[src/rtl/ddr3rs_pkg.sv]
package ddr3rs_pkg;

    typedef enum logic [2:0] {
        ST_REST   = 3'd0,
        ST_RSTLOW = 3'd1,
        ST_CKEW   = 3'd2,
        ST_XPR    = 3'd3,
        ST_MRS    = 3'd4,
        ST_ZQ     = 3'd5,
        ST_ZQW    = 3'd6
    } seq_state_e;

    typedef struct packed {
        seq_state_e st;
        logic       ctl;
        logic       done;
        logic       err;
    } seq_regs_t;

endpackage

[src/rtl/ddr3rs_timer.sv]
module ddr3rs_timer #(
    parameter int CW = 8
) (
    input  logic          clk,
    input  logic          rst_n,
    input  logic          load_i,
    input  logic [CW-1:0] len_i,
    output logic          zero_o
);
    logic [CW-1:0] cnt_d, cnt_q;

    always_comb begin
        cnt_d = cnt_q;
        if (load_i)
            cnt_d = len_i - CW'(1);
        else if (cnt_q != '0)
            cnt_d = cnt_q - CW'(1);
    end

    always_ff @(posedge clk) begin
        if (!rst_n) cnt_q <= '0;
        else        cnt_q <= cnt_d;
    end

    assign zero_o = (cnt_q == '0);

    AST_TMR_LOAD: assert property (@(posedge clk) disable iff (!rst_n)
        (load_i && len_i > CW'(1)) |=> !zero_o);
endmodule

[src/rtl/ddr3_reinit_seq.sv]
module ddr3_reinit_seq
    import ddr3rs_pkg::*;
#(
    parameter int RST_LOW_CYC = 200,
    parameter int CKE_LOW_CYC = 500,
    parameter int TXPR_CYC    = 64,
    parameter int TZQINIT_CYC = 512
) (
    input  logic clk,
    input  logic rst_n,
    input  logic req_set_i,
    input  logic ctrl_idle_i,
    input  logic mrs_done_i,
    output logic ctl_bit_o,
    output logic reinit_done_o,
    output logic req_err_o,
    output logic host_block_o,
    output logic dram_reset_n_o,
    output logic dram_cke_o,
    output logic mrs_req_o,
    output logic zqcl_o
);
    localparam int MAX_A   = (RST_LOW_CYC > CKE_LOW_CYC) ? RST_LOW_CYC : CKE_LOW_CYC;
    localparam int MAX_B   = (TXPR_CYC > TZQINIT_CYC) ? TXPR_CYC : TZQINIT_CYC;
    localparam int MAX_LEN = (MAX_A > MAX_B) ? MAX_A : MAX_B;
    localparam int CW      = $clog2(MAX_LEN + 1);

    seq_regs_t     r_d, r_q;
    logic          t_load;
    logic [CW-1:0] t_len;
    logic          t_zero;

    ddr3rs_timer #(.CW(CW)) u_tmr (
        .clk    (clk),
        .rst_n  (rst_n),
        .load_i (t_load),
        .len_i  (t_len),
        .zero_o (t_zero)
    );

    always_comb begin
        r_d    = r_q;
        t_load = 1'b0;
        t_len  = '0;
        unique case (r_q.st)
            ST_REST: begin
                if (req_set_i) begin
                    if (ctrl_idle_i) begin
                        r_d.st   = ST_RSTLOW;
                        r_d.ctl  = 1'b1;
                        r_d.done = 1'b0;
                        r_d.err  = 1'b0;
                        t_load   = 1'b1;
                        t_len    = CW'(RST_LOW_CYC);
                    end else begin
                        r_d.err = 1'b1;
                    end
                end
            end
            ST_RSTLOW: if (t_zero) begin
                r_d.st = ST_CKEW;
                t_load = 1'b1;
                t_len  = CW'(CKE_LOW_CYC);
            end
            ST_CKEW: if (t_zero) begin
                r_d.st = ST_XPR;
                t_load = 1'b1;
                t_len  = CW'(TXPR_CYC);
            end
            ST_XPR: if (t_zero) r_d.st = ST_MRS;
            ST_MRS: if (mrs_done_i) r_d.st = ST_ZQ;
            ST_ZQ: begin
                r_d.st = ST_ZQW;
                t_load = 1'b1;
                t_len  = CW'(TZQINIT_CYC);
            end
            ST_ZQW: if (t_zero) begin
                r_d.st   = ST_REST;
                r_d.done = 1'b1;
                r_d.ctl  = 1'b0;
            end
            default: r_d.st = ST_REST;
        endcase
    end

    always_ff @(posedge clk) begin
        if (!rst_n) begin
            r_q.st   <= ST_REST;
            r_q.ctl  <= 1'b0;
            r_q.done <= 1'b0;
            r_q.err  <= 1'b0;
        end else begin
            r_q <= r_d;
        end
    end

    assign ctl_bit_o      = r_q.ctl;
    assign reinit_done_o  = r_q.done;
    assign req_err_o      = r_q.err;
    assign host_block_o   = (r_q.st != ST_REST);
    assign dram_reset_n_o = (r_q.st != ST_RSTLOW);
    assign dram_cke_o     = (r_q.st != ST_RSTLOW) && (r_q.st != ST_CKEW);
    assign mrs_req_o      = (r_q.st == ST_MRS);
    assign zqcl_o         = (r_q.st == ST_ZQ);

    AST_CKE_IN_RESET: assert property (@(posedge clk) disable iff (!rst_n)
        !dram_reset_n_o |-> !dram_cke_o);
    AST_CKE_AFTER_RELEASE: assert property (@(posedge clk) disable iff (!rst_n)
        $rose(dram_reset_n_o) |-> !dram_cke_o);
    AST_MRS_DROP: assert property (@(posedge clk) disable iff (!rst_n)
        (mrs_req_o && mrs_done_i) |=> (!mrs_req_o && zqcl_o));
    AST_ZQ_ONE: assert property (@(posedge clk) disable iff (!rst_n)
        zqcl_o |=> !zqcl_o);
    AST_BLOCK_ACTIVE: assert property (@(posedge clk) disable iff (!rst_n)
        (!dram_reset_n_o || !dram_cke_o || mrs_req_o || zqcl_o) |-> host_block_o);
    AST_DONE_CLEARS_CTL: assert property (@(posedge clk) disable iff (!rst_n)
        reinit_done_o |-> !ctl_bit_o);
    AST_BUSY_NO_ERR: assert property (@(posedge clk) disable iff (!rst_n)
        (host_block_o && !req_err_o) |=> !req_err_o);
endmodule

[config.mk]
export PLATFORM = sky130hd
export DESIGN_NAME = ddr3_reinit_seq
export DESIGN_NICKNAME = d
export VERILOG_FILES = /design/src/rtl/ddr3rs_pkg.sv /design/src/rtl/ddr3rs_timer.sv /design/src/rtl/ddr3_reinit_seq.sv
export SDC_FILE = /design/constraint.sdc
export NUM_CORES = 1
export LEC_CHECK = 0
export BUFFER_PORTS_ARGS = -buffer_cell sky130_fd_sc_hd__buf_2
export CORE_MARGIN = 3
export CORE_UTILIZATION = 25
export DETAILED_ROUTE_END_ITERATION = 16
export GPL_TIMING_DRIVEN = 0
export PLACE_DENSITY = 0.43
export SLEW_MARGIN = 20
export SYNTH_ARGS = -nofsm -noshare
export SYNTH_HDL_FRONTEND = slang
export SYNTH_SLANG_ARGS = --single-unit
[constraint.sdc]
create_clock -name clk -period 4.5 [get_ports clk]
set_input_delay 0.225 -clock clk [delete_from_list [all_inputs] [get_ports clk]]
set_output_delay 0.225 -clock clk [all_outputs]
set_load 0.01 [all_outputs]
==> reports/results.tsv <==
metric	value	unit
hold_depth	2	
nets	153	
max-vdd-ir-drop	0.000199	V
rsz0062_at_grt	false	
cts_tree	done	
drive_gt1_frac	0.234	
r2r_start	r_q[4]	
min_period_over_period	0.581	
crit_arrival	2.74	ns
relSlewSlack	0.632	
rrSetupSlack	1.89	ns
clock_latency	0.25	ns
drcViolationCount	0	
ctsHoldBuffers	0	
grt_usage	0.121	
worst_ep_required_time	4.63	ns
crit_end	u_tmr.cnt_q[8]	
finalSetupTns	0	ns
die_area	5290	um^2
avgSynthCellArea	8.56	um^2
synth_warnings	0	
critical-path-top-delay-family	simple AND/OR/NAND/NOR gates	
drt-pass1-iter-count	6	
clock_skew	0.000984	ns
slew_violations	0	
powerDensity	648	nW/um^2
start_kind	register	
first_global_vias	1036	
path_max_fanout	7	
root_buffer	clkbuf_8	
netlist_area	1110	um^2
antenna_found_initial	0	
place_congestion	0.854	
setup.worst_path.start	r_q[4]	
syn_inst	130	
io_pins	13	
initial_core_util	0.268	
grt_first_pass_wirelength	5110	um
vias	1073	
post_cts_resized	0	
vias_per_cell	5.50	
async_flop_share	0	
num_rows	23	
status	completed	
port_buffers	12	
wirelength	2940	um
clockBufferDepth	2	
maxCapViolCount	0	
p_leak	0.525	nW
ant_nets	0	
synth-seq-area-share	0.288	
whs	0.239	ns
final-hold-violation-count	0	
core	4140	um^2
syn-num-nets	136	
final_common_cell	dfxtp_1	
rr_worst_depth	10	
wl_per_cell	15.1	um
syn2layout_area_growth	14.7	%
cts.sinks	16	
cp_num_buf_inv	1	
grt_overflow_total	0	
cts_buffers	3	
path_cells	or4b_4 -> o21ai_2 -> nor2_1 -> nand2_1 -> ha_1 -> inv_1 -> a221o_1 -> a21oi_1 -> and4_1 -> nor3_1	
path_depth	10	
fmax	383	MHz
dp_slack	1.92	ns
n_antenna_cell	0	
setup_viol	0	
clk_pin_slew	0.06	ns
finalWorstSetupSlack	1.89	ns
worst_path_largest_cell_delay	0.60	ns
critical_path_class	reg2reg	
finalPower	826	uW
htreeDepth	1	
ys_types	54	
first_iter_violations	81	
slowest_stage	or4b_4	
hold_path.class	in2reg	
die_x	72.7	um
synth-seq-cells	16	
fin_crit	2.61	ns
chipHeight	72.7	um
reg2reg_to	u_tmr.cnt_q[8]	
grt_max_degree	11	
worstMarginPinSlew	0.548	ns
ys.flop_type	dfxtp_1	
final_cell_mix	dfxtp_1, buf_2, nor2_1, a21oi_1, nand2_1	
synth_edf_count	0	
postCtsSetupBuffers	0	
hpwl	2280	um
critPathCaptureType	register	
[cell usage after synthesis, types with 2 or more instances]
cell type / instances / area [um^2]
mux2i_1: 2 / 20.0
nor2_1: 11 / 41.3
nor3_1: 4 / 20.0
o21ai_2: 2 / 17.5
clkbuf_1: 2 / 7.51
a31oi_1: 2 / 12.5
nor3b_1: 3 / 22.5
o211a_1: 2 / 20.0
dfxtp_1: 16 / 320
o21ai_1: 2 / 10.0
a21oi_1: 11 / 55.1
nor4_2: 2 / 25.0
nand2b_1: 4 / 25.0
nand3_1: 4 / 20.0
nand4_1: 3 / 18.8
o21ai_0: 3 / 15.0
a21o_1: 4 / 30.0
inv_1: 4 / 15.0
nand2_1: 8 / 30.0
and4_1: 2 / 17.5
or3_1: 4 / 25.0
a211oi_1: 3 / 22.5
[routing by layer]
| metal | vias up | wire length (um) | part of all wire | GRT usage |
|---|---|---|---|---|
| li1 | 531 | - | - | - |
| met1 | 515 | 1470 | 0.50 | 0.169 |
| met2 | 23 | 1320 | 0.45 | 0.185 |
| met3 | 4 | 114 | 0.039 | 0.0248 |
| met4 | 0 | 33 | 0.011 | 0.0410 |
| met5 | - | 0 | 0 | 0 |
[kinds of logic (layout without fill, tap and decap cells)]
logic type | Yosys count | count (layout) | share of synthesized area
muxes | 3 | 3 | 0.0281
buffers and inverters | 8 | 23 | 0.0281
DFF | 16 | 16 | 0.288
AOI/OAI and AO/OA | 42 | 42 | 0.287
xor gates and xnor gates | 2 | 2 | 0.0158
adders and majority gates | 1 | 1 | 0.0112
and+or+nand+nor | 58 | 58 | 0.342
[flip-flops by register name, indices dropped and copies added (netlist names)]
register and cells:
u_tmr.cnt_q 10, r_q 3, ctl_bit_o 1, reinit_done_o 1
req_err_o 1
[report_power, final]
group / switching (mW) / leakage (nW) / internal (mW) / total [mW]
sequential: 0.0588 / 0.132 / 0.186 / 0.245
combinational: 0.272 / 0.372 / 0.199 / 0.472
clock: 0.0506 / 0.0216 / 0.0594 / 0.110
[layout make-up]
cell class	count	area, um^2
fillers	466	2870
multi-input cells	106	761
flip-flops and latches	16	320
well taps	50	62.6
repair buffers	12	60.1
clock buffers	3	41.3
inverters	5	18.8
plain buffers	3	12.5
[worst reg2reg max path, cell delays in order (launching register included)]
cell and delay, ns:
dfxtp_1 0.39, or4b_4 0.60, o21ai_2 0.25, nor2_1 0.12, nand2_1 0.08, ha_1 0.13, inv_1 0.07, a221o_1 0.30
a21oi_1 0.27, and4_1 0.24, nor3_1 0.04
[through the flow]
step / utilization / std cells / area [um^2]
after floorplan: - / 130 / 1110
after global placement: 0.298 / 192 / 1230
after detailed placement: 0.298 / 192 / 1230
after CTS: 0.308 / 195 / 1280
after global routing: 0.308 / 195 / 1280
final: 0.308 / 195 / 1280
[worst min-delay path by stage]
stage	from	endpoint	slack, ns
global placement	ctl_bit_o	ctl_bit_o	0.46
detailed placement	ctl_bit_o	ctl_bit_o	0.47
floorplan	rst_n	reinit_done_o	0.36
finish	rst_n	reinit_done_o	0.24
CTS	rst_n	reinit_done_o	0.24
global route	rst_n	reinit_done_o	0.23
No activity file was read; power rests on OpenSTA's default activity.
